--- src/rtl/swe_pkg.sv ---
package swe_pkg;
  typedef enum logic [1:0] {RX_IDLE, RX_START, RX_DATA, RX_STOP} rx_state_e;
  typedef enum logic [1:0] {CT_IDLE, CT_GAP, CT_FORCE, CT_SEND} ctl_state_e;
endpackage

--- src/rtl/swe_rx.sv ---
module swe_rx
  import swe_pkg::*;
#(
  parameter int BIT_CYCLES = 256,
  parameter int DATA_BITS  = 8
) (
  input  logic                 clk,
  input  logic                 rst_n,
  input  logic                 en,
  input  logic                 line_in,
  output logic                 busy,
  output logic                 done_ok,
  output logic                 done_brk,
  output logic [DATA_BITS-1:0] byte_o
);
  localparam int CNT_W = $clog2(BIT_CYCLES);
  localparam int IDX_W = (DATA_BITS > 1) ? $clog2(DATA_BITS) : 1;
  localparam logic [CNT_W-1:0] HALF_LAST = CNT_W'(BIT_CYCLES / 2 - 1);
  localparam logic [CNT_W-1:0] BIT_LAST  = CNT_W'(BIT_CYCLES - 1);
  localparam logic [IDX_W-1:0] IDX_LAST  = IDX_W'(DATA_BITS - 1);

  rx_state_e            state;
  logic [1:0]           sync_q;
  logic                 s;
  logic                 armed;
  logic [CNT_W-1:0]     cnt;
  logic [IDX_W-1:0]     idx;
  logic [DATA_BITS-1:0] sh;

  assign s      = sync_q[1];
  assign busy   = (state != RX_IDLE);
  assign byte_o = sh;

  always_ff @(posedge clk or negedge rst_n) begin
    if (!rst_n) begin
      sync_q   <= 2'b11;
      state    <= RX_IDLE;
      armed    <= 1'b0;
      cnt      <= '0;
      idx      <= '0;
      sh       <= '0;
      done_ok  <= 1'b0;
      done_brk <= 1'b0;
    end else begin
      sync_q   <= {sync_q[0], line_in};
      done_ok  <= 1'b0;
      done_brk <= 1'b0;
      if (!en) begin
        state <= RX_IDLE;
        armed <= 1'b0;
      end else begin
        case (state)
          RX_IDLE: begin
            if (s) begin
              armed <= 1'b1;
            end else if (armed) begin
              state <= RX_START;
              cnt   <= '0;
            end
          end
          RX_START: begin
            if (cnt == HALF_LAST) begin
              cnt <= '0;
              idx <= '0;
              state <= s ? RX_IDLE : RX_DATA;
            end else begin
              cnt <= cnt + 1'b1;
            end
          end
          RX_DATA: begin
            if (cnt == BIT_LAST) begin
              cnt <= '0;
              sh  <= {s, sh[DATA_BITS-1:1]};
              if (idx == IDX_LAST) state <= RX_STOP;
              else idx <= idx + 1'b1;
            end else begin
              cnt <= cnt + 1'b1;
            end
          end
          RX_STOP: begin
            if (cnt == BIT_LAST) begin
              cnt   <= '0;
              state <= RX_IDLE;
              armed <= 1'b0;
              if (s) done_ok <= 1'b1;
              else if (sh == '0) done_brk <= 1'b1;
            end else begin
              cnt <= cnt + 1'b1;
            end
          end
          default: state <= RX_IDLE;
        endcase
      end
    end
  end

  AST_RX_SILENT_OFF: assert property (@(posedge clk) disable iff (!rst_n)
    !en |=> !(done_ok || done_brk));
endmodule

--- src/rtl/swe_tx.sv ---
module swe_tx #(
  parameter int BIT_CYCLES = 256,
  parameter int DATA_BITS  = 8
) (
  input  logic                 clk,
  input  logic                 rst_n,
  input  logic                 start,
  input  logic                 brk,
  input  logic [DATA_BITS-1:0] data,
  output logic                 busy,
  output logic                 bit_o
);
  localparam int FRAME_BITS = DATA_BITS + 2;
  localparam int CNT_W = $clog2(BIT_CYCLES);
  localparam int NB_W  = $clog2(FRAME_BITS);
  localparam logic [CNT_W-1:0] BIT_LAST = CNT_W'(BIT_CYCLES - 1);
  localparam logic [NB_W-1:0]  NB_LAST  = NB_W'(FRAME_BITS - 1);

  logic [FRAME_BITS-1:0] sh;
  logic [CNT_W-1:0]      cnt;
  logic [NB_W-1:0]       nb;

  assign bit_o = sh[0];

  always_ff @(posedge clk or negedge rst_n) begin
    if (!rst_n) begin
      sh   <= '1;
      cnt  <= '0;
      nb   <= '0;
      busy <= 1'b0;
    end else if (start) begin
      sh   <= brk ? '0 : {1'b1, data, 1'b0};
      cnt  <= '0;
      nb   <= '0;
      busy <= 1'b1;
    end else if (busy) begin
      if (cnt == BIT_LAST) begin
        cnt <= '0;
        sh  <= {1'b1, sh[FRAME_BITS-1:1]};
        if (nb == NB_LAST) busy <= 1'b0;
        else nb <= nb + 1'b1;
      end else begin
        cnt <= cnt + 1'b1;
      end
    end
  end

  AST_TX_START_LOW: assert property (@(posedge clk) disable iff (!rst_n)
    $rose(busy) |-> !bit_o);
  AST_TX_BIT_HOLD: assert property (@(posedge clk) disable iff (!rst_n)
    (busy && $past(busy) && cnt != '0) |-> $stable(bit_o));
  AST_TX_NO_RESTART: assert property (@(posedge clk) disable iff (!rst_n)
    busy |-> !start);
endmodule

--- src/rtl/swe_ctl.sv ---
module swe_ctl
  import swe_pkg::*;
#(
  parameter int BIT_CYCLES = 256,
  parameter int DATA_BITS  = 8,
  parameter int GAP_BITS   = 2
) (
  input  logic                 clk,
  input  logic                 rst_n,
  input  logic                 rx_busy,
  input  logic                 rx_ok,
  input  logic                 rx_brk,
  input  logic [DATA_BITS-1:0] rx_byte,
  input  logic                 tx_busy,
  output logic                 rx_en,
  output logic                 tx_start,
  output logic                 tx_brk,
  output logic [DATA_BITS-1:0] tx_byte,
  output logic                 force_hi,
  output logic                 rx_valid,
  input  logic                 rx_ready,
  output logic [DATA_BITS-1:0] rx_data,
  input  logic                 tx_valid,
  output logic                 tx_ready,
  input  logic [DATA_BITS-1:0] tx_data,
  output logic                 brk_det
);
  localparam int GAP_CYCLES = GAP_BITS * BIT_CYCLES;
  localparam int GAP_W = $clog2(GAP_CYCLES);
  localparam logic [GAP_W-1:0] GAP_LAST = GAP_W'(GAP_CYCLES - 1);

  ctl_state_e           state;
  logic [GAP_W-1:0]     gcnt;
  logic [DATA_BITS-1:0] echo_q;
  logic                 gap_done;

  assign gap_done = (gcnt == GAP_LAST);
  assign rx_en    = (state == CT_IDLE);
  assign force_hi = (state == CT_FORCE);
  assign tx_ready = (state == CT_IDLE) && !rx_busy && !rx_ok && !rx_brk;

  always_comb begin
    tx_start = 1'b0;
    tx_brk   = 1'b0;
    tx_byte  = echo_q;
    case (state)
      CT_IDLE: if (tx_valid && tx_ready) begin
        tx_start = 1'b1;
        tx_byte  = tx_data;
      end
      CT_GAP:   tx_start = gap_done;
      CT_FORCE: begin
        tx_start = gap_done;
        tx_brk   = 1'b1;
      end
      default: ;
    endcase
  end

  always_ff @(posedge clk or negedge rst_n) begin
    if (!rst_n) begin
      state   <= CT_IDLE;
      gcnt    <= '0;
      echo_q  <= '0;
      brk_det <= 1'b0;
    end else begin
      brk_det <= 1'b0;
      case (state)
        CT_IDLE: begin
          gcnt <= '0;
          if (rx_ok) begin
            echo_q <= rx_byte;
            state  <= CT_GAP;
          end else if (rx_brk) begin
            brk_det <= 1'b1;
            state   <= CT_FORCE;
          end else if (tx_start) begin
            state <= CT_SEND;
          end
        end
        CT_GAP, CT_FORCE: begin
          gcnt <= gcnt + 1'b1;
          if (gap_done) begin
            gcnt  <= '0;
            state <= CT_SEND;
          end
        end
        CT_SEND: if (!tx_busy) state <= CT_IDLE;
        default: state <= CT_IDLE;
      endcase
    end
  end

  always_ff @(posedge clk or negedge rst_n) begin
    if (!rst_n) begin
      rx_valid <= 1'b0;
      rx_data  <= '0;
    end else if (rx_ok && (!rx_valid || rx_ready)) begin
      rx_valid <= 1'b1;
      rx_data  <= rx_byte;
    end else if (rx_ready) begin
      rx_valid <= 1'b0;
    end
  end

  AST_RX_HOLD: assert property (@(posedge clk) disable iff (!rst_n)
    (rx_valid && !rx_ready) |=> (rx_valid && $stable(rx_data)));
  AST_BRK_FORCE: assert property (@(posedge clk) disable iff (!rst_n)
    brk_det |-> force_hi);
  AST_BRK_NO_VALID: assert property (@(posedge clk) disable iff (!rst_n)
    rx_brk |=> !$rose(rx_valid));
  AST_TXRDY_QUIET: assert property (@(posedge clk) disable iff (!rst_n)
    tx_ready |-> (!tx_busy && !force_hi));
endmodule

--- src/rtl/sw_echo_xcvr.sv ---
module sw_echo_xcvr #(
  parameter int BIT_CYCLES = 256,
  parameter int DATA_BITS  = 8,
  parameter int GAP_BITS   = 2
) (
  input  logic                 clk,
  input  logic                 rst_n,
  input  logic                 line_in,
  output logic                 line_oe,
  output logic                 line_out,
  output logic                 rx_valid,
  input  logic                 rx_ready,
  output logic [DATA_BITS-1:0] rx_data,
  input  logic                 tx_valid,
  output logic                 tx_ready,
  input  logic [DATA_BITS-1:0] tx_data,
  output logic                 brk_det
);
  logic                 rx_en, rx_busy, rx_ok, rx_brk;
  logic [DATA_BITS-1:0] rx_byte;
  logic                 tx_start, tx_brk, tx_busy, tx_bit, force_hi;
  logic [DATA_BITS-1:0] tx_byte;

  swe_rx #(.BIT_CYCLES(BIT_CYCLES), .DATA_BITS(DATA_BITS)) rx_i (
    .clk(clk), .rst_n(rst_n), .en(rx_en), .line_in(line_in),
    .busy(rx_busy), .done_ok(rx_ok), .done_brk(rx_brk), .byte_o(rx_byte)
  );

  swe_tx #(.BIT_CYCLES(BIT_CYCLES), .DATA_BITS(DATA_BITS)) tx_i (
    .clk(clk), .rst_n(rst_n), .start(tx_start), .brk(tx_brk),
    .data(tx_byte), .busy(tx_busy), .bit_o(tx_bit)
  );

  swe_ctl #(.BIT_CYCLES(BIT_CYCLES), .DATA_BITS(DATA_BITS), .GAP_BITS(GAP_BITS)) ctl_i (
    .clk(clk), .rst_n(rst_n),
    .rx_busy(rx_busy), .rx_ok(rx_ok), .rx_brk(rx_brk), .rx_byte(rx_byte),
    .tx_busy(tx_busy), .rx_en(rx_en), .tx_start(tx_start), .tx_brk(tx_brk),
    .tx_byte(tx_byte), .force_hi(force_hi),
    .rx_valid(rx_valid), .rx_ready(rx_ready), .rx_data(rx_data),
    .tx_valid(tx_valid), .tx_ready(tx_ready), .tx_data(tx_data),
    .brk_det(brk_det)
  );

  assign line_oe  = tx_busy | force_hi;
  assign line_out = force_hi | tx_bit;

  AST_OE_AFTER_RESET: assert property (@(posedge clk) disable iff (!rst_n)
    $rose(line_oe) |-> !rx_busy);
endmodule

--- config.mk ---
export PLATFORM = sky130hd
export DESIGN_NAME = sw_echo_xcvr
export DESIGN_NICKNAME = d
export VERILOG_FILES = /design/src/rtl/swe_pkg.sv /design/src/rtl/swe_rx.sv /design/src/rtl/swe_tx.sv /design/src/rtl/swe_ctl.sv /design/src/rtl/sw_echo_xcvr.sv
export SDC_FILE = /design/constraint.sdc
export NUM_CORES = 1
export LEC_CHECK = 0
export ABC_AREA = 1
export BUFFER_PORTS_ARGS = -buffer_cell sky130_fd_sc_hd__buf_2
export CAP_MARGIN = 20
export CORE_MARGIN = 4
export CORE_UTILIZATION = 28
export CTS_CLUSTER_DIAMETER = 30
export CTS_CLUSTER_SIZE = 14
export DETAILED_ROUTE_END_ITERATION = 10
export PLACE_DENSITY = 0.52
export SETUP_SLACK_MARGIN = 0.05
export SYNTH_ARGS = -nofsm -noshare
export SYNTH_HDL_FRONTEND = slang
export SYNTH_SLANG_ARGS = --single-unit
--- constraint.sdc ---
create_clock -name clk -period 3.2 [get_ports clk]
set_clock_uncertainty 0.1 [all_clocks]
set_input_delay 0 -clock clk [delete_from_list [all_inputs] [get_ports clk]]
set_output_delay 0 -clock clk [all_outputs]
set_load 0.005 [all_outputs]
==> results.cfg <==
[clock_tree]
clockBufferDepth = 2
post-cts-setup-buffers = 0
cts_root_buf = clkbuf_16
cts_tree = done
clock_latency_ps = 340
cts_hold_buf = 9
cts_made_buffers = 9
htreeDepth = 3
ctsResizeCount = 0
clk_pin_slew_ps = 60
clock-sinks = 78

[route]
ant_nets = 0
drt-wirelength-per-cell_um = 12.1
drt-initial-drc-count = 173
drt_wl_total_um = 8910
firstDrtPassIters = 6
viasPerCell = 4.56
vias = 3348
route.detailed.drc = 0

[sta]
tightest_slew_ps = 837
hold_viol = 0
grt_setup_unrepaired = false
tns_ps = 0
finalSetupViolCount = 0
fin_ws_ps = 784
min_period_ps = 2420
fmax_ghz = 0.414
slew_headroom = 0.441
finalCritPeriodShare = 0.755
report.final.slew_viol_count = 0

[die]
ios = 26
coreArea_mm2 = 0.0145
die_x_um = 130
dieArea_mm2 = 0.0168
start_util = 0.286
die_h_um = 130
placementRows = 44

[yosys]
synth_top_area_share = 0.398
synth_edf_count = 0
yosysSeqAreaShare = 0.473
ys_top_cells_by_area = dfrtp_1, nand2_1, dfstp_2
synth_most_common_cell = nand2_1
syn_inst = 511
avgSynthCellArea_um2 = 8.13
ys_ff_latch = 78
synth_cell_types = 39
synth_area_mm2 = 0.00415
async_flop_share = 1.00
synth_top_cell_by_area = dfrtp_1
synth_flop_cell = dfrtp_1
synth_fp_nets = 540
yosys_warnings = 0
synth_common_cells = nand2_1, dfrtp_1, inv_1

[outcome]
status = finished, final reports clean

[critical_path]
reg2reg_depth = 11
critPathMaxFanout = 29
worst_path_dominant_cell_family = simple AND/OR/NAND/NOR gates
cp.arrival_ps = 2540
rr_endpoint = tx_i.cnt[7]
path_cells = inv_1 -> ha_1 -> inv_6 -> nor2_8 -> nand3_4 -> nand2_2 -> nand2_2 -> nand2_4 -> inv_2 -> nand2_1 -> o21ai_0
critPathKind = reg -> reg
slowest_stage = ha_1
startpoint_type = register
cp.required_ps = 3320
r2r-start = ctl_i.state[0]
reg2reg_slack_ps = 780
critPathMaxStageDelay_ps = 450
cp_common_cell = nand2_2
critPathBufInv = 3
end_kind = register

[global_routing]
overflow = 0
grt_pass1_wl_um = 15200
grt_start_max_net_pins = 79
track_usage = 0.111
antenna_found_initial = 0
grt_pass1_vias = 3212

[cells_and_area]
fin_nets = 574
drive_gt1_frac = 0.135
syn2layout_area_growth_pct = 17.4
fin_area_mm2 = 0.00488
n_antenna_cell = 0

[worst_hold_path]
hold_class = in -> reg
min_to = tx_i.sh[1]
holdPathStages = 7
min-delay-start = tx_data[0]

[job]
drv_cap = 0

[place]
port_buffers = 25
dpl-instance-area_mm2 = 0.00443
gp_congestion = 0.791
pre_cts_slack_ps = 783
post-dp-hpwl_um = 6050

[power_and_ir_drop]
p_leak_uw = 0.00233
power_density_mw_per_mm2 = 735
ir_worst_vdd_mv = 0.351
## cell usage in the layout, fill, tap and decap left out, types with 2 or more instances in the layout
master and count:
dlygate4sd3_1 10, ha_1 16, nor2_2 3, nor3_1 2, nor4_1 4, clkbuf_8 2, nand3b_1 2, nand3_1 43
clkbuf_16 9, dfrtp_1 66, o31ai_1 8, nand2_2 2, nand2_1 147, a21oi_1 15, clkinv_4 2, or2_2 4
nand4_1 5, o21ai_0 37, xor2_1 7, buf_2 24, o211ai_1 6, o211ai_2 3, dfstp_2 12, nor2_1 40
inv_1 60, o21ai_1 2
## final cells by class
| type | instances | area [um2] |
|---|---|---|
| fill | 1532 | 9660 |
| sequential | 78 | 1970 |
| multi-input combinational | 357 | 1860 |
| timing repair buffer | 36 | 255 |
| clock buffer | 11 | 253 |
| inverter | 63 | 241 |
| tap | 184 | 230 |
| clock inverter | 5 | 66.3 |
## per-layer routing
metal	vias to the layer above	track usage	wire (um)
met5	-	0	0
met2	48	0.177	4100
met1	1572	0.147	4400
li1	1717	-	-
met4	0	0.0281	93
met3	11	0.0360	316
## where the power goes
| group | switching, uW | internal, uW | total, uW |
|---|---|---|---|
| Clock | 421 | 655 | 1080 |
| Combinational | 728 | 419 | 1150 |
| Sequential | 145 | 1210 | 1360 |
## how the worst max path moves through the flow
| stage | from | to | slack (ps) | depth (start not counted) |
|---|---|---|---|---|
| after CTS | ctl_i.state[0] | tx_i.cnt[7] | 770 | 11 |
| after global routing | ctl_i.state[0] | tx_i.cnt[7] | 590 | 11 |
| after floorplan | ctl_i.gcnt[1] | tx_i.cnt[3] | 1370 | 11 |
| final | ctl_i.state[0] | tx_i.cnt[7] | 780 | 11 |
| after global placement | ctl_i.state[0] | tx_i.cnt[7] | 870 | 11 |
| after detailed placement | ctl_i.state[0] | tx_i.cnt[7] | 780 | 11 |
## worst register-to-register path: stages, from the launching register on
cell     delay, ps
dfrtp_1        400
inv_1           90
ha_1           450
inv_6          100
nor2_8         120
nand3_4        150
nand2_2        100
nand2_2        360
nand2_4        220
inv_2           80
nand2_1         60
o21ai_0         80
## cells by family after synthesis
logic type | Yosys count | synth area share
adders and majority gates | 16 | 0.0482
and+or+nand+nor | 257 | 0.270
xor gates and xnor gates | 8 | 0.0169
buffers and inverters | 76 | 0.0780
DFF | 78 | 0.473
AOI/OAI and AO/OA | 76 | 0.114
## sequential cells by signal, summed over array words and instances (netlist names), 2 cells and up
register       count
tx_i.nb            4
rx_i.idx           3
ctl_i.state        2
ctl_i.gcnt         9
rx_i.state         2
tx_i.sh           10
tx_i.cnt           8
rx_i.cnt           8
rx_i.byte_o        8
ctl_i.echo_q       8
rx_i.sync_q        2
ctl_i.rx_data      8
## metrics by stage
step	cells	hold slack (ps)	power, uW	utilization
6_report	734	26.0	3580	0.335
5_1_grt	734	33.1	3860	0.335
3_3_place_gp	707	10.4	2470	0.305
2_1_floorplan	511	-396	2270	-
4_1_cts	732	7.48	3620	0.333
3_5_place_dp	707	10.7	2510	0.305
No activity file was read; power rests on OpenSTA's default activity.
